--- config.mk ---
export PLATFORM = sky130hd
export DESIGN_NAME = word_burst_loader
export DESIGN_NICKNAME = d
export VERILOG_FILES = /design/src/rtl/wbl_pkg.sv /design/src/rtl/wbl_precheck.sv /design/src/rtl/wbl_cursor.sv /design/src/rtl/word_burst_loader.sv
export SDC_FILE = /design/constraint.sdc
export NUM_CORES = 1
export LEC_CHECK = 0
export BUFFER_PORTS_ARGS = -buffer_cell sky130_fd_sc_hd__buf_2
export CAP_MARGIN = 40
export CORE_ASPECT_RATIO = 0.6
export CORE_MARGIN = 8
export CORE_UTILIZATION = 47
export CTS_CLUSTER_DIAMETER = 120
export DETAILED_ROUTE_END_ITERATION = 16
export PLACE_DENSITY = 0.75
export SYNTH_ARGS = -nofsm -noshare
export SYNTH_HDL_FRONTEND = slang
export SYNTH_HIERARCHICAL = 1
export SYNTH_SLANG_ARGS = --single-unit
--- constraint.sdc ---
create_clock -name clk -period 5.2 [get_ports clk]
set_clock_uncertainty 0.2 [all_clocks]
set_input_delay 0.26 -clock clk [delete_from_list [all_inputs] [get_ports clk]]
set_output_delay 0.26 -clock clk [all_outputs]
set_load 0.02 [all_outputs]
--- src/rtl/wbl_pkg.sv ---
// Shared types for the multi-register word load sequencer.
package wbl_pkg;
    typedef enum logic [2:0] {
        S_IDLE  = 3'd0,
        S_CHECK = 3'd1,
        S_REQ   = 3'd2,
        S_WAIT  = 3'd3,
        S_DONE  = 3'd4
    } wbl_state_t;
endpackage

--- src/rtl/wbl_precheck.sv ---
// Combinational screening of a latched request: computes the starting
// effective address and flags the two reject conditions.
// Assumes the operands are held stable while the controller is in CHECK.
module wbl_precheck #(
    parameter int XLEN   = 64,
    parameter int DISP_W = 16,
    parameter int IDX_W  = 5
) (
    input  logic [IDX_W-1:0]  first_idx,
    input  logic [IDX_W-1:0]  base_idx,
    input  logic [XLEN-1:0]   base_val,
    input  logic [DISP_W-1:0] disp,
    input  logic              le_mode,
    output logic [XLEN-1:0]   start_addr,
    output logic              form_bad,
    output logic              order_bad
);
    logic [XLEN-1:0] base_eff;
    logic [XLEN-1:0] disp_ext;

    // Base of zero when index 0; displacement sign-extended; sum.
    always_comb begin
        base_eff   = (base_idx == '0) ? '0 : base_val;
        disp_ext   = {{(XLEN-DISP_W){disp[DISP_W-1]}}, disp};
        start_addr = base_eff + disp_ext;
    end

    // Base inside [first_idx, last register] is an invalid form.
    assign form_bad  = (base_idx >= first_idx);
    assign order_bad = le_mode;
endmodule

--- src/rtl/wbl_cursor.sv ---
// Address and register-index cursor. Loads the start point on 'load',
// advances by one word and one register on 'advance'.
// Assumes load and advance are never asserted together.
module wbl_cursor #(
    parameter int XLEN   = 64,
    parameter int IDX_W  = 5,
    parameter int STEP   = 4,
    parameter int LAST   = 31
) (
    input  logic             clk,
    input  logic             rst_n,
    input  logic             load,
    input  logic             advance,
    input  logic [XLEN-1:0]  load_addr,
    input  logic [IDX_W-1:0] load_idx,
    output logic [XLEN-1:0]  addr,
    output logic [IDX_W-1:0] idx,
    output logic             at_last
);
    // Cursor registers: restart on load, step on advance.
    always_ff @(posedge clk) begin
        if (!rst_n) begin
            addr <= '0;
            idx  <= '0;
        end else if (load) begin
            addr <= load_addr;
            idx  <= load_idx;
        end else if (advance) begin
            addr <= addr + XLEN'(STEP);
            idx  <= idx + IDX_W'(1);
        end
    end

    assign at_last = (idx == IDX_W'(LAST));
endmodule

--- src/rtl/word_burst_loader.sv ---
// Multi-register word load sequencer. Latches the operands on start, screens
// them (byte order, base-in-range), then performs one word read per target
// register from first_idx to NREG-1. Each word is written zero-extended.
// Assumes the memory keeps one response per accepted request, in order.
module word_burst_loader #(
    parameter int XLEN   = 64,
    parameter int WORD_W = 32,
    parameter int NREG   = 32,
    parameter int DISP_W = 16,
    localparam int IDX_W = $clog2(NREG)
) (
    input  logic              clk,
    input  logic              rst_n,
    input  logic              start,
    input  logic [IDX_W-1:0]  first_idx,
    input  logic [IDX_W-1:0]  base_idx,
    input  logic [XLEN-1:0]   base_val,
    input  logic [DISP_W-1:0] disp,
    input  logic              le_mode,
    output logic              mem_req_valid,
    input  logic              mem_req_ready,
    output logic [XLEN-1:0]   mem_req_addr,
    input  logic              mem_rsp_valid,
    output logic              mem_rsp_ready,
    input  logic [WORD_W-1:0] mem_rsp_data,
    output logic              rf_we,
    output logic [IDX_W-1:0]  rf_waddr,
    output logic [XLEN-1:0]   rf_wdata,
    output logic              busy,
    output logic              done,
    output logic              form_err,
    output logic              align_err
);
    import wbl_pkg::*;

    localparam int STEP = WORD_W / 8;
    localparam int LAST = NREG - 1;

    wbl_state_t        state;
    logic [IDX_W-1:0]  first_q;
    logic [IDX_W-1:0]  bidx_q;
    logic [XLEN-1:0]   bval_q;
    logic [DISP_W-1:0] disp_q;
    logic              le_q;
    logic              fail_form_q;
    logic              fail_order_q;

    logic [XLEN-1:0]   start_addr;
    logic              form_bad;
    logic              order_bad;
    logic [XLEN-1:0]   cur_addr;
    logic [IDX_W-1:0]  cur_idx;
    logic              at_last;
    logic              beat_take;

    wbl_precheck #(
        .XLEN   (XLEN),
        .DISP_W (DISP_W),
        .IDX_W  (IDX_W)
    ) u_precheck (
        .first_idx  (first_q),
        .base_idx   (bidx_q),
        .base_val   (bval_q),
        .disp       (disp_q),
        .le_mode    (le_q),
        .start_addr (start_addr),
        .form_bad   (form_bad),
        .order_bad  (order_bad)
    );

    assign beat_take = (state == S_WAIT) && mem_rsp_valid;

    wbl_cursor #(
        .XLEN  (XLEN),
        .IDX_W (IDX_W),
        .STEP  (STEP),
        .LAST  (LAST)
    ) u_cursor (
        .clk       (clk),
        .rst_n     (rst_n),
        .load      (state == S_CHECK),
        .advance   (beat_take),
        .load_addr (start_addr),
        .load_idx  (first_q),
        .addr      (cur_addr),
        .idx       (cur_idx),
        .at_last   (at_last)
    );

    // Operand capture: only an idle block samples a new request.
    always_ff @(posedge clk) begin
        if (!rst_n) begin
            first_q <= '0;
            bidx_q  <= '0;
            bval_q  <= '0;
            disp_q  <= '0;
            le_q    <= 1'b0;
        end else if (state == S_IDLE && start) begin
            first_q <= first_idx;
            bidx_q  <= base_idx;
            bval_q  <= base_val;
            disp_q  <= disp;
            le_q    <= le_mode;
        end
    end

    // Control sequence: screen, then request/await one word per register.
    always_ff @(posedge clk) begin
        if (!rst_n) begin
            state        <= S_IDLE;
            fail_form_q  <= 1'b0;
            fail_order_q <= 1'b0;
        end else begin
            case (state)
                S_IDLE: begin
                    if (start) begin
                        state        <= S_CHECK;
                        fail_form_q  <= 1'b0;
                        fail_order_q <= 1'b0;
                    end
                end
                S_CHECK: begin
                    if (order_bad) begin
                        fail_order_q <= 1'b1;
                        state        <= S_DONE;
                    end else if (form_bad) begin
                        fail_form_q <= 1'b1;
                        state       <= S_DONE;
                    end else begin
                        state <= S_REQ;
                    end
                end
                S_REQ: begin
                    if (mem_req_ready) state <= S_WAIT;
                end
                S_WAIT: begin
                    if (mem_rsp_valid) state <= at_last ? S_DONE : S_REQ;
                end
                S_DONE:  state <= S_IDLE;
                default: state <= S_IDLE;
            endcase
        end
    end

    // Port drive from state and cursor.
    always_comb begin
        mem_req_valid = (state == S_REQ);
        mem_req_addr  = cur_addr;
        mem_rsp_ready = (state == S_WAIT);
        rf_we         = beat_take;
        rf_waddr      = cur_idx;
        rf_wdata      = {{(XLEN-WORD_W){1'b0}}, mem_rsp_data};
        busy          = (state != S_IDLE);
        done          = (state == S_DONE) && !fail_form_q && !fail_order_q;
        form_err      = (state == S_DONE) && fail_form_q;
        align_err     = (state == S_DONE) && fail_order_q;
    end
endmodule

==> results of run 1 <==
## routing by layer
metal / up-vias / global-route usage [%] / share of wire (%)
li1: 6160 / - / -
met1: 5879 / 41.6 / 51
met2: 764 / 30.7 / 35
met3: 46 / 9.80 / 14
met4: 0 / 4.88 / 1.1
met5: - / 0 / 0
## cells by family after synthesis
logic type | Yosys count | share of synthesized area, %
compound gates | 433 | 20.9
simple gates | 669 | 28.2
fa+ha+maj | 72 | 7.28
xor+xnor | 107 | 7.52
mux | 12 | 0.983
flops | 165 | 26.5
other cells | 1 | 0.0301
buf+inv | 198 | 8.59
## cell type report
| type | count | share of cell area (%) |
|---|---|---|
| clock buffers | 19 | 3.04 |
| multi-input cells | 1325 | 56.4 |
| flip-flops and latches | 165 | 22.7 |
| repair buffers | 276 | 13.1 |
| inverters | 25 | 0.644 |
| well taps | 360 | 3.09 |
| clock inverters | 13 | 1.03 |
## worst max-delay path: cells and delay by family, from the launching register on
kind / cells / cell delay (ns)
adders and majority gates: 1 / 0.39
DFF: 1 / 0.33
AOI/OAI and AO/OA: 9 / 2.32
buffers and inverters: 1 / 0.26
xor gates and xnor gates: 1 / 0.17
and+or+nand+nor: 4 / 1.19
## synth_stat cells, drive strengths merged, types with 17 or more instances
cell type	count
a21o	22
a21oi	119
and2	17
and3	20
buf	85
clkbuf	88
dfxtp	165
ha	71
inv	25
nand2	187
nand3	123
nand4	63
nor2	65
nor2b	75
nor3	26
nor4	22
o21ai	195
o21bai	18
xnor2	68
xor2	39
## per-stage QoR
step,worst slack (ns),instances,power (mW),hold WS [ns],utilization (%)
6_report,0.207,2183,4.09,0.0466,55.5
3_5_place_dp,0.419,2060,2.73,0.246,49.8
4_1_cts,0.392,2183,4.06,0.0198,55.5
3_3_place_gp,0.346,2058,2.71,0.236,49.7
5_1_grt,0.108,2183,4.27,0.0579,55.5
2_1_floorplan,0.881,1688,2.40,0.190,-
## flip-flops by register name, summed over array words and instances (netlist names)
| signal | cells |
|---|---|
| bval_q | 64 |
| disp_q | 16 |
| bidx_q | 5 |
| fail_form_q | 1 |
| state | 3 |
| first_q | 5 |
| le_q | 1 |
| u_cursor/idx | 5 |
| u_cursor/addr | 64 |
| fail_order_q | 1 |
## repair_timing
action | CTS | global route
endpoints found under the hold margin | 91 | 0
setup endpoints to repair | 0 | 0
hold buffers | 91 | 0
## how the worst max path moves through the flow
stage / from / endpoint / slack, ns / cells after the start
floorplan: bidx_q[0]$_SDFFE_PN0P_ / u_cursor/addr[63]$_SDFFE_PN0N_ / 0.88 / 16
global placement: bidx_q[0]$_SDFFE_PN0P_ / u_cursor/addr[48]$_SDFFE_PN0N_ / 0.35 / 16
detailed placement: bidx_q[0]$_SDFFE_PN0P_ / u_cursor/addr[48]$_SDFFE_PN0N_ / 0.42 / 16
CTS: bidx_q[4]$_SDFFE_PN0P_ / u_cursor/addr[48]$_SDFFE_PN0N_ / 0.39 / 16
global route: bidx_q[4]$_SDFFE_PN0P_ / u_cursor/addr[48]$_SDFFE_PN0N_ / 0.11 / 16
finish: bidx_q[4]$_SDFFE_PN0P_ / u_cursor/addr[48]$_SDFFE_PN0N_ / 0.21 / 16
## power breakdown
group / internal [mW] / switching [mW] / total (mW)
combinational: 0.445 / 0.776 / 1.22
clock: 0.725 / 0.556 / 1.28
sequential: 1.40 / 0.184 / 1.58
==> flow_metrics.env, run 1 <==
export IMPL_drive_gt1_share_pct=13.5
export IMPL_via_count=12849
export IMPL_final_cell_mix="nand2_1 (186), buf_2 (171), o21ai_0 (167)"
export IMPL_min_path_type="in2reg"
export IMPL_irDropWorstVdd_uv=275
export IMPL_viasPerCell=5.89
export IMPL_grt_overflow=0
export IMPL_multi_input_area_sq_um=8220
export IMPL_grt_antenna_before_repair=1
export IMPL_synth_area_top_cells="dfxtp_1 (26%), ha_1 (7.1%), o21ai_0 (6.7%)"
export IMPL_final_common_cell="nand2_1"
export IMPL_fin_setup_tns_ns=0
export IMPL_fp_row_count=46
export IMPL_cts_sinks=165
export IMPL_critPathMaxFanout=45
export IMPL_seq_area_frac_synth_pct=26.5
export IMPL_relSlewSlack_pct=43.3
export IMPL_routed_wl_microns=42900
export IMPL_final_cell_area_sq_um=14600
export IMPL_htreeDepth=4
export IMPL_crit_arrival_ns=5.13
export IMPL_syn_area_sq_um=12500
export IMPL_io_pins=268
export IMPL_seqCellArea_sq_um=3300
export IMPL_fin_crit_ns=4.99
export IMPL_drc_errors=0
export IMPL_ant_nets=0
export IMPL_num_antenna_cells=0
export IMPL_synth_cell_type_count=84
export IMPL_setup_viol=0
export IMPL_die_width_microns=226
export IMPL_slowest_stage="a221oi_1"
export IMPL_drv_cap=0
export IMPL_rsz0062_at_grt="false"
export IMPL_grt_pass1_wl_microns=65800
export IMPL_r2r_end="u_cursor/addr[48]$_SDFFE_PN0N_"
export IMPL_ys_ff_latch=165
export IMPL_start_util_pct=47.5
export IMPL_slew_violations=0
export IMPL_gp_congestion=1.02
export IMPL_critPathCaptureType="flip-flop"
export IMPL_coreArea_sq_um=26200
export IMPL_dpl_hpwl_microns=32200
export IMPL_fmaxAchievable_mhz=200
export IMPL_drt_iter0_drc=1810
export IMPL_cp_common_cell="a21o_1"
export IMPL_path_cells="or4_1 -> nor2_4 -> buf_12 -> nor2b_1 -> ha_1 -> a21o_1 -> a21o_1 -> a21oi_1 -> o21ai_0 -> a221oi_1 -> o31ai_4 -> a21boi_2 -> o21ai_1 -> xor2_1 -> nand2b_1 -> o2111a_1"
export IMPL_die_height_microns=142
export IMPL_synth_top_area_cell="dfxtp_1"
export IMPL_synthArstFlopShare_pct=0
export IMPL_leakage_nw=6.01
export IMPL_synthFlopType="dfxtp_1"
export IMPL_hold_end="state[2]$_SDFFE_PN0P_"
export IMPL_cts_clk_slew_worst_paths_ns=0.07
export IMPL_syn_area_per_cell_sq_um=7.53
export IMPL_fillers=2483
export IMPL_routedWlPerCell_microns=19.7
export IMPL_worst_r2r_setup_slack_ns=0.21
export IMPL_cts_resized=0
export IMPL_globalRouteTotalUtil_pct=25.9
export IMPL_area_growth_syn_to_layout_pct=16.9
export IMPL_r2r_start="bidx_q[4]$_SDFFE_PN0P_"
export IMPL_dpl_cell_area_sq_um=13100
export IMPL_cts_setup_buffers=0
export IMPL_period_share_pct=96.0
export IMPL_grt_max_degree=162
export IMPL_clockBufferDepth=2
export IMPL_startpoint_type="flip-flop"
export IMPL_port_buffers=171
export IMPL_path_class="reg2reg"
export IMPL_clk_latency_ns=0.45
export IMPL_post_synth_inst_count=1657
export IMPL_synth_edf_count=0
export IMPL_cellPowerDensity_nw_per_um2=280
export IMPL_grt_pass1_vias=11267
export IMPL_root_buffer="clkbuf_16"
export IMPL_cts_buffers=17
export IMPL_status="completed"
export IMPL_drt_pass1_iterations=6
export IMPL_cp_required_ns=5.34
export IMPL_nNetsFinal=2010
export IMPL_die_area_sq_um=32200
export IMPL_whs_path_depth=4
export IMPL_cts_tree="yes"
export IMPL_min_from="mem_rsp_valid"
export IMPL_ff2ff_path_depth=16
export IMPL_crit_path_max_incr_delay_ns=0.65
export IMPL_tightest_slew_ns=0.843
export IMPL_yosysTopAreaCellShare_pct=26.5
export IMPL_yosysWarnings=6
export IMPL_hold_viol_final=0
Note: power is estimated with default switching activity, not from simulation.
==> inputs of run 2 (changes only) <==
- CELL_PAD_IN_SITES_DETAIL_PLACEMENT: default -> 0
- CELL_PAD_IN_SITES_GLOBAL_PLACEMENT: default -> 1
- CORE_UTILIZATION: 47 -> 40
- PLACE_DENSITY: 0.75 -> 0.86
==> run 2 against run 1 <==
Clock-buffer cell count is 1 lower. Final cell count is 3.7% higher. Utilization is 7.4 points lower. Highest routed layer unchanged.
==> flow_metrics.env, run 2 (synthesis results as in run 1) <==
export IMPL_status="completed"
export IMPL_slew_violations=0
export IMPL_routedWlPerCell_microns=19.4
export IMPL_crit_arrival_ns=4.99
export IMPL_htreeDepth=4
export IMPL_grt_overflow=0
export IMPL_clockBufferDepth=2
export IMPL_ant_nets=0
export IMPL_critPathCaptureType="flip-flop"
export IMPL_r2r_end="u_cursor/addr[48]$_SDFFE_PN0N_"
export IMPL_grt_max_degree=185
export IMPL_cts_resized=0
export IMPL_dp_slack_ns=0.432
export IMPL_final_common_cell="nand2_1"
export IMPL_gp_congestion=0.999
export IMPL_area_growth_syn_to_layout_pct=19.4
export IMPL_grt_pass1_wl_microns=67400
export IMPL_whs_path_depth=3
export IMPL_hold_buffers=114
export IMPL_routed_wl_microns=43900
export IMPL_p_sw_mw=1.57
export IMPL_dpl_hpwl_microns=33500
export IMPL_hold_end="bval_q[52]$_SDFFE_PN0P_"
export IMPL_grt_use_met2_pct=26.2
export IMPL_critPathMaxFanout=19
export IMPL_globalRouteTotalUtil_pct=22.5
export IMPL_largestRegisters="bval_q: 64 flops, u_cursor/addr: 64 flops, disp_q: 16 flops"
export IMPL_drv_cap=0
export IMPL_clkPwrFrac_pct=31.6
export IMPL_cts_tree="yes"
export IMPL_tightest_slew_ns=0.863
export IMPL_fp_row_count=50
export IMPL_die_height_microns=153
export IMPL_fillers=3059
export IMPL_nNetsFinal=2034
export IMPL_path_class="reg2reg"
export IMPL_fin_setup_tns_ns=0
export IMPL_coreArea_sq_um=30900
export IMPL_irDropWorstVdd_uv=287
export IMPL_drive_gt1_share_pct=13.5
export IMPL_cts_buffers=17
export IMPL_startpoint_type="flip-flop"
export IMPL_setup_viol=0
export IMPL_drt_iter0_drc=1385
export IMPL_cellPowerDensity_nw_per_um2=277
export IMPL_worst_r2r_setup_slack_ns=0.35
export IMPL_via_count=12772
export IMPL_min_from="rst_n"
export IMPL_viasPerCell=5.64
export IMPL_fmaxAchievable_mhz=206
export IMPL_start_util_pct=40.3
export IMPL_io_pins=268
export IMPL_cts_clk_slew_worst_paths_ns=0.08
export IMPL_cts_sinks=165
export IMPL_leakage_nw=6.15
export IMPL_rsz0062_at_grt="false"
export IMPL_min_path_type="in2reg"
export IMPL_grt_pass1_vias=11502
export IMPL_drc_errors=0
export IMPL_fin_crit_ns=4.85
export IMPL_port_buffers=171
export IMPL_period_share_pct=93.2
export IMPL_clk_latency_ns=0.46
export IMPL_pwr_share_seq_pct=38.4
export IMPL_relSlewSlack_pct=42.4
export IMPL_use_met1_pct=37.6
export IMPL_grt_busiest_layer="met1"
export IMPL_root_buffer="clkbuf_16"
export IMPL_use_met3_pct=6.85
export IMPL_final_cell_mix="nand2_1 (186), buf_2 (171), o21ai_0 (167)"
export IMPL_ff2ff_path_depth=16
export IMPL_grt_antenna_before_repair=1
export IMPL_p_int_mw=2.56
export IMPL_p_comb_share_pct=30.0
export IMPL_cp_required_ns=5.35
export IMPL_cts_setup_buffers=0
export IMPL_hold_viol_final=0
export IMPL_r2r_start="bidx_q[0]$_SDFFE_PN0P_"
export IMPL_setup_ws_ns=0.354
export IMPL_switching_share_pct=38.1
export IMPL_die_width_microns=244
export IMPL_drt_pass1_iterations=6
export IMPL_die_area_sq_um=37300
==> run 2: cell count changes in the layout (fill, tap and decap cells not counted), moves of 2 or more <==
cell / delta
dlygate4sd3_1: +23
clkinv_4: -3
inv_6: +5
inv_8: +3
clkinvlp_4: -2
==> run 2: power groups by stage <==
stage / clock network, mW / registers (mW) / logic, mW
2_1_floorplan: 0 / 1.61 / 0.793
3_3_place_gp: 0 / 1.60 / 1.12
3_5_place_dp: 0 / 1.61 / 1.14
4_1_cts: 1.32 / 1.58 / 1.21
5_1_grt: 1.38 / 1.60 / 1.35
6_report: 1.30 / 1.59 / 1.24
==> run 2: worst max path at each step <==
stage	from	endpoint	slack [ns]	cells past startpoint
after detailed placement	bidx_q[0]$_SDFFE_PN0P_	u_cursor/addr[48]$_SDFFE_PN0N_	0.43	16
final	bidx_q[0]$_SDFFE_PN0P_	u_cursor/addr[48]$_SDFFE_PN0N_	0.35	16
after global routing	bidx_q[0]$_SDFFE_PN0P_	u_cursor/addr[54]$_SDFFE_PN0N_	0.04	16
after floorplan	bidx_q[0]$_SDFFE_PN0P_	u_cursor/addr[63]$_SDFFE_PN0N_	0.88	16
after global placement	bidx_q[0]$_SDFFE_PN0P_	u_cursor/addr[48]$_SDFFE_PN0N_	0.47	16
after CTS	bidx_q[0]$_SDFFE_PN0P_	u_cursor/addr[48]$_SDFFE_PN0N_	0.42	16
==> run 2: layout make-up <==
type,instances,area [sq um],share of cell area [%]
timing repair buffer,300,2160,14.5
clock buffer,18,439,2.95
inverter,25,93.8,0.630
sequential,165,3300,22.2
tap,416,520,3.49
multi-input combinational,1325,8220,55.2
clock inverter,14,151,1.02
antenna,1,2.50,0.0168
==> run 2: worst max-delay path, stage by stage (launching register included) <==
cell and delay [ns]:
dfxtp_1 0.33, or4_1 0.59, nor2_4 0.35, buf_4 0.30, nor2b_1 0.08, ha_1 0.42
a21o_1 0.25, a21o_1 0.17, a21oi_1 0.30, o21ai_0 0.21, a221oi_1 0.49, o31ai_4 0.17
a21boi_2 0.23, o21ai_1 0.11, xor2_1 0.18, nand2b_1 0.17, o2111a_1 0.16
==> run 2: routing by layer <==
metal  share of wire [%]  vias up
met2                  35      624
li1                    -     6206
met3                  10       36
met1                  54     5906
met5                   0        -
met4                0.82        0
==> run 2: per-stage QoR <==
| step | instance area (sq um) | instances | power [mW] | util [%] | hold WS [ns] |
|---|---|---|---|---|---|
| after floorplan | 12600 | 1688 | 2.40 | - | 0.190 |
| after global placement | 13100 | 2115 | 2.72 | 42.5 | 0.237 |
| after detailed placement | 13200 | 2117 | 2.74 | 42.6 | 0.239 |
| after CTS | 14900 | 2263 | 4.11 | 48.2 | 0.00498 |
| after global routing | 14900 | 2264 | 4.33 | 48.2 | 0.0223 |
| final | 14900 | 2264 | 4.13 | 48.2 | 0.0160 |
